<file path="src/rtl/bitop_pkg.sv">
package bitop_pkg;

    typedef enum logic [3:0] {
        K_NONE,
        K_C_LD,
        K_C_AND,
        K_C_OR,
        K_C_ANDN,
        K_C_ORN,
        K_C_XOR,
        K_B_ST,
        K_B_NOT,
        K_PG_SET,
        K_PG_CLR,
        K_T_SET,
        K_T_CLR
    } kind_e;

    typedef enum logic [1:0] {
        S_IDLE,
        S_READ,
        S_WRITE,
        S_DONE
    } state_e;

    function automatic logic carry_only(input kind_e k);
        return (k == K_C_LD) || (k == K_C_AND) || (k == K_C_OR) ||
               (k == K_C_ANDN) || (k == K_C_ORN) || (k == K_C_XOR);
    endfunction

    function automatic logic is_test(input kind_e k);
        return (k == K_T_SET) || (k == K_T_CLR);
    endfunction

endpackage

</file>
<file path="src/rtl/bitop_decode.sv">
module bitop_decode
    import bitop_pkg::*;
#(
    parameter int DATA_W = 8,
    parameter int IDX_W  = 3,
    parameter int ADDR_W = 16,
    parameter int OPC_W  = 8
) (
    input  logic [OPC_W-1:0]  opcode,
    input  logic [DATA_W-1:0] opnd_lo,
    input  logic [DATA_W-1:0] opnd_hi,
    input  logic              page_sel,
    output kind_e             kind,
    output logic [ADDR_W-1:0] addr,
    output logic [IDX_W-1:0]  idx
);
    localparam int HI_ADDR_W = DATA_W - IDX_W;

    logic [ADDR_W-1:0] abs_addr;
    logic [ADDR_W-1:0] full_addr;
    logic [ADDR_W-1:0] page_addr;

    always_comb begin
        abs_addr  = ADDR_W'({opnd_hi[HI_ADDR_W-1:0], opnd_lo});
        full_addr = ADDR_W'({opnd_hi, opnd_lo});
        page_addr = ADDR_W'({page_sel, opnd_lo});
    end

    always_comb begin
        kind = K_NONE;
        addr = '0;
        idx  = '0;
        case (opcode[3:0])
            4'hA: begin
                // absolute bit forms: index in the top of the second operand
                idx  = opnd_hi[DATA_W-1 -: IDX_W];
                addr = abs_addr;
                case (opcode[7:4])
                    4'h0:    kind = K_C_OR;
                    4'h2:    kind = K_C_ORN;
                    4'h4:    kind = K_C_AND;
                    4'h6:    kind = K_C_ANDN;
                    4'h8:    kind = K_C_XOR;
                    4'hA:    kind = K_C_LD;
                    4'hC:    kind = K_B_ST;
                    4'hE:    kind = K_B_NOT;
                    default: kind = K_NONE;
                endcase
            end
            4'h2: begin
                // page bit forms: index and polarity from the opcode
                idx  = opcode[OPC_W-1 -: IDX_W];
                addr = page_addr;
                kind = opcode[4] ? K_PG_CLR : K_PG_SET;
            end
            4'hE: begin
                addr = full_addr;
                if (opcode[7:4] == 4'h0)
                    kind = K_T_SET;
                else if (opcode[7:4] == 4'h4)
                    kind = K_T_CLR;
                else
                    kind = K_NONE;
            end
            default: kind = K_NONE;
        endcase
    end
endmodule

</file>
<file path="src/rtl/bitop_alu.sv">
module bitop_alu
    import bitop_pkg::*;
#(
    parameter int DATA_W = 8,
    parameter int IDX_W  = 3
) (
    input  logic              clk,
    input  logic              rst_n,
    input  kind_e             kind,
    input  logic [IDX_W-1:0]  idx,
    input  logic [DATA_W-1:0] rdata,
    input  logic [DATA_W-1:0] acc,
    input  logic              carry,
    output logic [DATA_W-1:0] wdata,
    output logic              carry_new,
    output logic              n_new,
    output logic              z_new
);
    logic [DATA_W-1:0] mask;
    logic [DATA_W-1:0] diff;
    logic              bit_v;

    always_comb begin
        mask       = '0;
        mask[idx]  = 1'b1;
        bit_v      = rdata[idx];
        diff       = acc - rdata;
        n_new      = diff[DATA_W-1];
        z_new      = (diff == '0);
        wdata      = rdata;
        carry_new  = carry;
        case (kind)
            K_C_LD:   carry_new = bit_v;
            K_C_AND:  carry_new = carry & bit_v;
            K_C_OR:   carry_new = carry | bit_v;
            K_C_ANDN: carry_new = carry & ~bit_v;
            K_C_ORN:  carry_new = carry | ~bit_v;
            K_C_XOR:  carry_new = carry ^ bit_v;
            K_B_ST:   wdata = (rdata & ~mask) | (carry ? mask : '0);
            K_B_NOT:  wdata = rdata ^ mask;
            K_PG_SET: wdata = rdata | mask;
            K_PG_CLR: wdata = rdata & ~mask;
            K_T_SET:  wdata = rdata | acc;
            K_T_CLR:  wdata = rdata & ~acc;
            default:  wdata = rdata;
        endcase
    end

    // single-bit operations touch at most one bit of the byte
    p_one_bit_r5: assert property (@(posedge clk) disable iff (!rst_n)
        (kind == K_B_ST || kind == K_B_NOT || kind == K_PG_SET || kind == K_PG_CLR)
        |-> ($countones(wdata ^ rdata) <= 1));
endmodule

</file>
<file path="src/rtl/bitop_fsm.sv">
module bitop_fsm
    import bitop_pkg::*;
(
    input  logic  clk,
    input  logic  rst_n,
    input  logic  start,
    input  kind_e kind_d,
    input  kind_e kind_q,
    input  logic  mem_ack,
    output logic  accept,
    output logic  take_read,
    output logic  ready,
    output logic  done,
    output logic  mem_req,
    output logic  mem_we
);
    state_e state, state_nx;

    always_ff @(posedge clk) begin
        if (!rst_n)
            state <= S_IDLE;
        else
            state <= state_nx;
    end

    always_comb begin
        state_nx = state;
        unique case (state)
            S_IDLE, S_DONE: begin
                if (start)
                    state_nx = (kind_d == K_NONE) ? S_DONE : S_READ;
                else
                    state_nx = S_IDLE;
            end
            S_READ: begin
                if (mem_ack)
                    state_nx = carry_only(kind_q) ? S_DONE : S_WRITE;
            end
            S_WRITE: begin
                if (mem_ack)
                    state_nx = S_DONE;
            end
        endcase
    end

    always_comb begin
        ready     = (state == S_IDLE) || (state == S_DONE);
        accept    = ready && start;
        done      = (state == S_DONE);
        mem_req   = (state == S_READ) || (state == S_WRITE);
        mem_we    = (state == S_WRITE);
        take_read = (state == S_READ) && mem_ack;
    end

    // a write is only ever entered straight from an acknowledged read
    p_rmw_order_r9: assert property (@(posedge clk) disable iff (!rst_n)
        $rose(mem_we) |-> $past(take_read));

    // an unanswered request stays up
    p_req_hold_r9: assert property (@(posedge clk) disable iff (!rst_n)
        (mem_req && !mem_ack) |=> mem_req);

    // carry-only operations never write
    p_no_write_r4: assert property (@(posedge clk) disable iff (!rst_n)
        mem_we |-> !carry_only(kind_q));

    // done follows an acknowledge or an unsupported acceptance
    p_done_cause_r10: assert property (@(posedge clk) disable iff (!rst_n)
        done |-> ($past(mem_ack) || $past(accept && kind_d == K_NONE)));
endmodule

</file>
<file path="src/rtl/bitop_unit.sv">
module bitop_unit
    import bitop_pkg::*;
#(
    parameter int DATA_W = 8
) (
    input  logic                  clk,
    input  logic                  rst_n,
    input  logic                  start,
    input  logic [7:0]            opcode,
    input  logic [DATA_W-1:0]     opnd_lo,
    input  logic [DATA_W-1:0]     opnd_hi,
    input  logic                  carry_in,
    input  logic [DATA_W-1:0]     acc_in,
    input  logic                  page_sel,
    output logic                  ready,
    output logic                  done,
    output logic                  carry_out,
    output logic                  neg_out,
    output logic                  zero_out,
    output logic                  mem_req,
    output logic                  mem_we,
    output logic [2*DATA_W-1:0]   mem_addr,
    output logic [DATA_W-1:0]     mem_wdata,
    input  logic                  mem_ack,
    input  logic [DATA_W-1:0]     mem_rdata
);
    localparam int IDX_W  = $clog2(DATA_W);
    localparam int ADDR_W = 2 * DATA_W;
    localparam int OPC_W  = 8;

    kind_e             kind_d, kind_q;
    logic [ADDR_W-1:0] addr_d, addr_q;
    logic [IDX_W-1:0]  idx_d, idx_q;
    logic [DATA_W-1:0] acc_q, wdata_q, alu_w;
    logic              carry_q, neg_q, zero_q;
    logic              alu_c, alu_n, alu_z;
    logic              accept, take_read;

    bitop_decode #(
        .DATA_W (DATA_W),
        .IDX_W  (IDX_W),
        .ADDR_W (ADDR_W),
        .OPC_W  (OPC_W)
    ) i_decode (
        .opcode   (opcode),
        .opnd_lo  (opnd_lo),
        .opnd_hi  (opnd_hi),
        .page_sel (page_sel),
        .kind     (kind_d),
        .addr     (addr_d),
        .idx      (idx_d)
    );

    bitop_alu #(
        .DATA_W (DATA_W),
        .IDX_W  (IDX_W)
    ) i_alu (
        .clk       (clk),
        .rst_n     (rst_n),
        .kind      (kind_q),
        .idx       (idx_q),
        .rdata     (mem_rdata),
        .acc       (acc_q),
        .carry     (carry_q),
        .wdata     (alu_w),
        .carry_new (alu_c),
        .n_new     (alu_n),
        .z_new     (alu_z)
    );

    bitop_fsm i_fsm (
        .clk       (clk),
        .rst_n     (rst_n),
        .start     (start),
        .kind_d    (kind_d),
        .kind_q    (kind_q),
        .mem_ack   (mem_ack),
        .accept    (accept),
        .take_read (take_read),
        .ready     (ready),
        .done      (done),
        .mem_req   (mem_req),
        .mem_we    (mem_we)
    );

    always_ff @(posedge clk) begin
        if (!rst_n) begin
            kind_q  <= K_NONE;
            addr_q  <= '0;
            idx_q   <= '0;
            acc_q   <= '0;
            wdata_q <= '0;
            carry_q <= 1'b0;
            neg_q   <= 1'b0;
            zero_q  <= 1'b0;
        end else if (accept) begin
            kind_q  <= kind_d;
            addr_q  <= addr_d;
            idx_q   <= idx_d;
            acc_q   <= acc_in;
            carry_q <= carry_in;
        end else if (take_read) begin
            wdata_q <= alu_w;
            if (carry_only(kind_q))
                carry_q <= alu_c;
            if (is_test(kind_q)) begin
                neg_q  <= alu_n;
                zero_q <= alu_z;
            end
        end
    end

    always_comb begin
        mem_addr  = addr_q;
        mem_wdata = wdata_q;
        carry_out = carry_q;
        neg_out   = neg_q;
        zero_out  = zero_q;
    end

    // the address does not move while a request waits
    p_addr_hold_r9: assert property (@(posedge clk) disable iff (!rst_n)
        (mem_req && !mem_ack) |=> $stable(mem_addr));

    // flags move only when a test operation's read completes
    p_flags_hold_r8: assert property (@(posedge clk) disable iff (!rst_n)
        !(take_read && is_test(kind_q)) |=> $stable({neg_out, zero_out}));

    // modifying operations leave the accepted carry alone
    p_carry_kept_r5: assert property (@(posedge clk) disable iff (!rst_n)
        (take_read && !carry_only(kind_q)) |=> $stable(carry_out));
endmodule

</file>
<file path="config.mk">
export PLATFORM = sky130hd
export DESIGN_NAME = bitop_unit
export DESIGN_NICKNAME = d
export VERILOG_FILES = /design/src/rtl/bitop_pkg.sv /design/src/rtl/bitop_decode.sv /design/src/rtl/bitop_alu.sv /design/src/rtl/bitop_fsm.sv /design/src/rtl/bitop_unit.sv
export SDC_FILE = /design/constraint.sdc
export NUM_CORES = 1
export LEC_CHECK = 0
export BUFFER_PORTS_ARGS = -buffer_cell sky130_fd_sc_hd__buf_4
export CAP_MARGIN = 10
export CORE_MARGIN = 2
export CORE_UTILIZATION = 55
export CTS_BUF_LIST = sky130_fd_sc_hd__clkbuf_8
export CTS_CLUSTER_DIAMETER = 100
export DETAILED_ROUTE_END_ITERATION = 12
export PLACE_DENSITY = 0.79
export SETUP_SLACK_MARGIN = 0.2
export SYNTH_ARGS = -nofsm -noshare
export SYNTH_HDL_FRONTEND = slang
export SYNTH_SLANG_ARGS = --single-unit
</file>
<file path="constraint.sdc">
create_clock -name clk -period 3.9 [get_ports clk]
set_input_delay 0.39 -clock clk [delete_from_list [all_inputs] [get_ports clk]]
set_output_delay 0.39 -clock clk [all_outputs]
set_load 0.01 [all_outputs]
</file>
; Yosys cells after proc, flatten, opt, wreduce, memory -nomap -nowiden
; Memory sizes are Yosys's and may differ from the RTL's.
; Cells that the tools add are included.
[totals]
out_inout_bits = 31
ff_bits = 44
in_bits = 46
rom_bits = 64
elab_cells = 94
mem_count = 1
[op_classes]
muxes = 22
n_reduce_logical = 23
n_lt_le_gt_ge = 2
n_bitwise = 15
n_eq_ne = 21
n_addsub = 1
[mem_list]
columns = name, words, word_bits, rd, rd_ports_with_merged_regs, write_ports, line_no
row1 = (name not given), 16, 4, 1, 0, 0, bitop_decode.sv:38  ; case (opcode[7:4])
[op_table]
columns = op, n
row1 = 16-bit one-hot mux with 3 select lines, 1
row2 = 8-bit one-hot mux with 6 select lines, 1
row3 = "4-bit equality test, second input constant", 7
row4 = 8-bit OR, 3
row5 = "4-bit by 3-bit equality test with 1-bit output, second input constant", 5
row6 = 8-bit bitwise AND, 2
row7 = 8-bit NOT, 2
row8 = "4-bit by 2-bit equality test with 1-bit output, second input constant", 3
row9 = 4-bit one-hot mux with 3 select lines, 1
row10 = 2-bit 2-to-1 mux, 5
row11 = 4-bit zero test, 2
row12 = 8-bit zero test, 1
row13 = 1-bit logical OR, 8
row14 = 4-bit 2-to-1 mux, 2
row15 = 8-bit 2-to-1 mux, 1
row16 = 8-bit subtractor, 1
row17 = 8-bit XOR, 1
row18 = 7-bit nonzero test, 1
row19 = 1-bit 2-to-1 mux, 6
row20 = 1-bit one-hot mux with 6 select lines, 1
row21 = 2-bit one-hot mux with 3 select lines, 1
row22 = 3-bit one-hot mux with 2 select lines, 1
row23 = 3-bit AND reduction, 2
row24 = "2-bit equality test, second input constant", 2
row25 = other kinds (17), 24

; Depth between registers and ports, before layout
; Gate-level depths: netlist of the first run.
[logic_depth]
ltp_word = 9
ltp_mapped = 9
mapped_depth_nobuf = 9

; Hierarchy
; Synthesis of the first run repeated with hierarchy kept, for this count alone.
[unflattened]
cells_unflattened = 406
area_unflattened_um2 = 3517.1
[by_module_without_submodules]
columns = module, area_each_um2, seq_area_each_um2, n_inst, cells_per_inst
row1 = bitop_unit, 1647.8, 840.8, 1, 153
row2 = bitop_alu, 1315.0, 0.0, 1, 180
row3 = bitop_decode, 350.3, 0.0, 1, 49
row4 = bitop_fsm, 203.9, 40.0, 1, 24

; Worst setup path after synthesis of the first run
; Ideal clock, no wire load.
[synth_path]
path_type = input -> register
from = input port mem_rdata[0]
to = register zero_q (netlist: zero_out)
t_arrival_ns = 2.127
path_buffers = 0
required_ns = 3.816
slack_ns = 1.688
setup_ns = 0.084
stages = 8
path_cell_list = ha_1 inv_1 fa_1 xor2_1 a2111oi_0 o211ai_1 a2111o_1 o31ai_2
[synth_between]
elab_chain_cells = 2
[synth_lines]
columns = element, line_no
row1 = start: declaration, bitop_unit.sv:25  ; input logic [DATA_W-1:0] mem_rdata
row2 = 8-bit subtractor, bitop_alu.sv:27  ; diff = acc - rdata;
row3 = 8-bit zero test, bitop_alu.sv:29  ; z_new = (diff == '0);
row4 = end signal: assignment, bitop_unit.sv:108  ; zero_q <= alu_z;
row5 = end: declaration, bitop_unit.sv:35  ; logic carry_q, neg_q, zero_q;
; No other way between the ends.
; A chain may end at the register's enable or synchronous reset.

; Worst setup path after layout of the first run
[layout_path]
from = register i_fsm.state[0]
to = register addr_q[3] (netlist: mem_addr[3])
[layout_between]
elab_chain_cells = 3
word_cells_on_any_way = 4
classes_between = eq/ne: 1 / reduce/logical: 3
[layout_lines]
columns = element, line_no
row1 = start: declaration, bitop_fsm.sv:17  ; state_e state, state_nx;
row2 = start signal: assignment, bitop_fsm.sv:23  ; state <= state_nx;
row3 = 2-bit equality test or 2-bit zero test (tied branches), bitop_fsm.sv:47  ; ready = (state == S_IDLE) || (state == S_DONE);
row4 = 1-bit logical OR *, bitop_fsm.sv:47
row5 = 1-bit logical AND *, bitop_fsm.sv:48  ; accept = ready && start;
row6 = end signal: assignment, bitop_unit.sv:98  ; addr_q <= addr_d;
row7 = end: declaration, bitop_unit.sv:32  ; logic [ADDR_W-1:0] addr_d, addr_q;
; Mark *: on every way between the ends. The rest lies on a longest branch, timed or not.

==> results of run 1 <==
-- worst max-delay path by stage --
| stage | from | to | cells after the start |
|---|---|---|---|
| 5_1_grt | i_fsm.state[0] | mem_addr[3] | 7 |
| 2_1_floorplan | mem_rdata[0] | zero_out | 8 |
| 4_1_cts | i_fsm.state[0] | mem_addr[3] | 7 |
| 6_report | i_fsm.state[0] | mem_addr[3] | 7 |
| 3_3_place_gp | i_fsm.state[0] | mem_addr[1] | 7 |
| 3_5_place_dp | i_fsm.state[0] | mem_addr[3] | 7 |
-- worst register-to-register path, stage by stage (launching register included) --
cell	delay, ps
dfxtp_1	400
inv_1	60
ha_1	370
and2_0	710
nand2_1	300
a21oi_1	560
a22oi_1	150
nor2_1	130
-- state kept, by name, summed over array words and instances, names as in the netlist --
| register | cells |
|---|---|
| kind_q | 4 |
| zero_out | 1 |
| carry_out | 1 |
| mem_wdata | 8 |
| acc_q | 8 |
| i_fsm.state | 2 |
| idx_q | 3 |
| neg_out | 1 |
| mem_addr | 16 |
-- metal layers --
metal	wire length (microns)	share of wire, %	vias to the layer above	GRT usage (%)
met5	0	0	-	0
met4	134	1.6	0	7.07
met3	690	8.3	17	4.98
met2	3700	45	154	43.2
met1	3770	45	1461	37.7
li1	-	-	1601	-
-- layout make-up --
cell class / count / share of cell area, %
clock buffer: 6 / 2.14
sequential: 44 / 22.8
clock inverter: 2 / 1.01
multi-input combinational: 314 / 53.9
tap: 72 / 2.34
inverter: 29 / 2.82
timing repair buffer: 77 / 15.0
-- logic make-up after synthesis --
kind of cell             count (synthesis)
AND/OR/NAND/NOR                        142
adder cells (fa/ha/maj)                 27
XOR/XNOR                                 3
flip-flops                              44
buffers and inverters                   50
AO/OA/AOI/OAI                          126
multiplexers                            16
-- stage by stage --
step | hold slack [ps] | utilization [%] | total power (uW)
CTS | 318 | 70.0 | 1490
floorplan | 436 | - | 907
finish | 318 | 70.0 | 1490
global route | 323 | 70.0 | 1590
detailed placement | 461 | 67.8 | 1110
global placement | 449 | 67.8 | 1100
-- placed cells by master (no fill, tap or decap), types with 3 or more instances in the layout --
master	n
nor2b_1	3
mux2i_1	14
a22oi_1	16
nand2b_1	6
nand3b_1	8
o22a_1	8
nor3_1	8
or3_1	3
a21oi_1	28
dfxtp_1	44
a221oi_1	9
o211ai_1	3
buf_4	77
inv_1	29
or3b_2	5
nand2_1	48
o21ai_0	28
clkbuf_8	6
ha_1	26
nor2_1	44
a31oi_1	10
nand3_1	4
-- power groups by stage --
| stage | clock network (uW) | logic [uW] | registers (uW) |
|---|---|---|---|
| floorplan | 0 | 353 | 554 |
| CTS | 384 | 547 | 559 |
| global route | 404 | 613 | 569 |
| detailed placement | 0 | 544 | 568 |
| global placement | 0 | 535 | 567 |
| finish | 384 | 549 | 562 |
==> reports/qor.yml, run 1 <==
p_int_uw: 942
fin_ws_ps: 1150
clockBufferDepth: 2
synth_top_family_by_area: "compound AO/OA/AOI/OAI gates"
synthDistinctLibCells: 53
grt_pass1_wl_microns: 13900
clock-sinks: 44
htreeDepth: 2
clock_skew_ps: 10.0
rr_worst_depth: 7
layout.area.seq_sq_um: 881
ctsResizeCount: 0
yosysMostFrequentCell: "nand2_1"
synth_edf_count: 0
die_h_microns: 79.6
cp_slowest_cell: "and2_0"
rows: 27
yosys.area_share.simple_pct: 21.7
grt_pass1_vias: 2905
worst_setup_path_start_kind: "register"
drt-initial-drc-count: 357
max_stage_delay_ps: 710
nNetsFinal: 544
drive_above_1_share_pct: 20.1
p_switching_uw: 552
placed_area_sq_um: 3730
gp_congestion: 0.999
cp_max_fo: 14
synth_compound_area_share_pct: 27.4
setup_tns_ps: 0
power_density_nw_per_um2: 387
arrival_ps: 2980
finalCritPeriodShare_pct: 70.5
overflow: 0
post_cts_buffers: 0
dieWidth_microns: 79.6
die_area_sq_um: 6340
start_util_pct: 57.1
combPwrFrac_pct: 36.7
critical_path.endpoint_type: "register"
worstSkewPairLatency_ps: 310
cts_tree: "yes"
drcViolationCount: 0
antenna_left: 0
yosys.area_share.adder_pct: 11.0
rrSetupSlack_ps: 1150
fmax_mhz: 364
grt_start_max_net_pins: 40
path_delay_family: "simple AND/OR/NAND/NOR gates"
grt_usage_pct: 27.1
timing.rr.start: "i_fsm.state[0]"
whs_path_depth: 3
critPathRequiredTime_ps: 4130
power_frac_clock_pct: 25.7
crit_type: "reg2reg"
synth-async-reset-ratio_pct: 0
vdd_drop_max_v: 0.000222
worstReg2RegEnd: "mem_addr[3]"
ios: 77
syn_area_per_cell_sq_um: 7.71
port_buffers: 76
stdcell_area_sq_um: 3860
multi_input_area_sq_um: 2080
maxSlewViolCount: 0
status: "finished clean"
wirelength_microns: 8300
worstHoldStart: "opnd_hi[4]"
nFillCells: 460
fin_crit_ps: 2750
ys_ff_latch: 44
netlist_area_sq_um: 3150
antenna_cells: 0
ys_seq_area_share_pct: 28.0
syn2layout_area_growth_pct: 22.6
whs_endpoint: "mem_addr[12]"
synth_area_leaders: "dfxtp_1, ha_1, nand2_1"
drv_cap: 0
cts.clk_slew.worst_paths_ps: 90
vias: 3233
worstPathCellList: "inv_1, ha_1, and2_0, nand2_1, a21oi_1, a22oi_1, nor2_1"
slew_headroom_pct: 20.9
crit_buf_inv: 1
first_pass_iters: 6
dp.cells: 536
min_path_type: "in2reg"
synth_top_area_share_pct: 28.0
core_area_sq_um: 5510
syn_inst: 408
synth_top_cell_by_area: "dfxtp_1"
p_sw_share_pct: 37.0
total_leakage_power_uw: 0.00164
post_drt_wl_per_cell_microns: 15.3
finalSetupViolCount: 0
p_seq_share_pct: 37.6
synth_xor_area_share_pct: 0.835
antenna_found_initial: 0
ctsHoldBuffers: 0
yosys-top-cells-count: "nand2_1, dfxtp_1, nor2_1"
via_per_inst: 5.94
dp_worst_setup_slack_ps: 1180
cts_buffers: 5
ys.flop_type: "dfxtp_1"
dp_hpwl_microns: 6050
worst_pin_slew_ps: 1180
hold_violations: 0
fin_cells: 544
yosys_warnings: 0
synthMuxAreaShare_pct: 5.17
root_buffer: "clkbuf_8"
rsz0062_at_grt: "no"
syn-num-nets: 481
No activity file was read; power rests on OpenSTA's default activity.
==> run 2, diff against run 1 <==
- clock period: 3.9 -> 2.68 ns (I/O delays scaled with it)
==> reports/qor.yml, run 2 (synthesized netlist as in run 1, its figures left out) <==
port_buffers: 76
worstSkewPairLatency_ps: 300
cts.clk_slew.worst_paths_ps: 90
dp_worst_setup_slack_ps: 336
finalSetupViolCount: 0
crit_type: "reg2reg"
grt_pass1_wl_microns: 14100
post_cts_buffers: 0
clock_skew_ps: 12.7
root_buffer: "clkbuf_8"
dp_hpwl_microns: 6240
antenna_found_initial: 0
rrSetupSlack_ps: 310
ctsHoldBuffers: 0
drv_cap: 0
min_path_type: "in2reg"
overflow: 0
grt_usage_pct: 27.8
power_density_nw_per_um2: 533
dieWidth_microns: 79.6
htreeDepth: 2
mostFrequentLayoutCell: "buf_4"
status: "finished clean"
via_per_inst: 5.96
placed_area_sq_um: 3780
drive_above_1_share_pct: 21.1
grt_start_max_net_pins: 39
worstPathCellList: "inv_1, ha_1, inv_1, fa_1, xor2_1, a2111oi_1, o211ai_1, a2111o_1, o31ai_2"
rsz0062_at_grt: "yes"
ios: 77
maxSlewViolCount: 0
cp_slowest_cell: "a2111o_1"
layout_common_cells: "buf_4, nand2_1, nor2_1, dfxtp_1, inv_1"
vias: 3280
total_leakage_power_uw: 0.00165
fin_crit_ps: 2370
wirelength_microns: 8450
gp_congestion: 0.995
nNetsFinal: 550
finalCritPeriodShare_pct: 88.3
die_area_sq_um: 6340
clock-sinks: 44
grt_pass1_vias: 2985
stdcell_area_sq_um: 3870
nFillCells: 466
path_delay_family: "compound AO/OA/AOI/OAI gates"
die_h_microns: 79.6
post_drt_wl_per_cell_microns: 15.4
cts_tree: "yes"
max_stage_delay_ps: 410
critPathRequiredTime_ps: 2900
vdd_drop_max_v: 0.000365
crit_buf_inv: 2
arrival_ps: 2590
setup_tns_ps: 0
whs_ps: 201
antenna_cells: 0
cp_max_fo: 3
start_util_pct: 57.1
critical_path.endpoint_type: "register"
core_area_sq_um: 5510
syn2layout_area_growth_pct: 23.2
worst_pin_slew_ps: 695
cts_buffers: 5
first_pass_iters: 5
largest_reg_flops: 16
fmax_mhz: 422
worst_path_most_repeated_cell: "inv_1"
antenna_left: 0
worst_setup_path_start_kind: "register"
rows: 27
slew_headroom_pct: 53.5
final_core_util_pct: 70.3
clockBufferDepth: 2
drcViolationCount: 0
drt-initial-drc-count: 303
hold_violations: 0
fin_ws_ps: 312
## run 2: worst register-to-register path, cell delays in order, from the launching register on
cell,delay (ps)
dfxtp_1,320
inv_1,90
ha_1,160
inv_1,50
fa_1,400
xor2_1,160
a2111oi_1,380
o211ai_1,150
a2111o_1,410
o31ai_2,170
## run 2: metrics by stage
step                instances  power (uW)
CTS                       550        2070
global placement          542        1620
global route              550        2210
finish                    550        2060
detailed placement        542        1640
floorplan                 408        1320
## run 2: timing repair
item	in CTS	in global routing
setup endpoints to repair	0	3
gates resized for setup	0	2
hold endpoints to repair	0	0
## run 2: cell type report
class / count / area, sq um / area share (%)
clock buffers: 5 / 68.8 / 1.78
inverters: 29 / 109 / 2.81
multi-input cells: 314 / 2080 / 53.7
well taps: 72 / 90.1 / 2.33
repair buffers: 83 / 623 / 16.1
flip-flops and latches: 44 / 881 / 22.7
clock inverters: 3 / 20.0 / 0.517
## run 2: power breakdown
group | internal, uW | switching (uW)
Combinational | 352 | 473
Sequential | 728 | 82.7
Clock | 182 | 247
## run 2: metal layers
layer	vias to the layer above	GRT usage, %	routed length (microns)
met5	-	0	0
met4	0	6.03	78
met3	14	6.67	684
met2	141	45.9	3930
met1	1513	36.6	3760
li1	1612	-	-
## run 2: path summary, 6_finish.rpt
| check | startpoint | endpoint | cells past startpoint |
|---|---|---|---|
| max | acc_q[0] | zero_out | 9 |
| min | opnd_lo[0] | mem_addr[0] | 3 |
| max reg2reg | acc_q[0] | zero_out | 9 |
| min reg2reg | acc_q[0] | acc_q[0] | 2 |
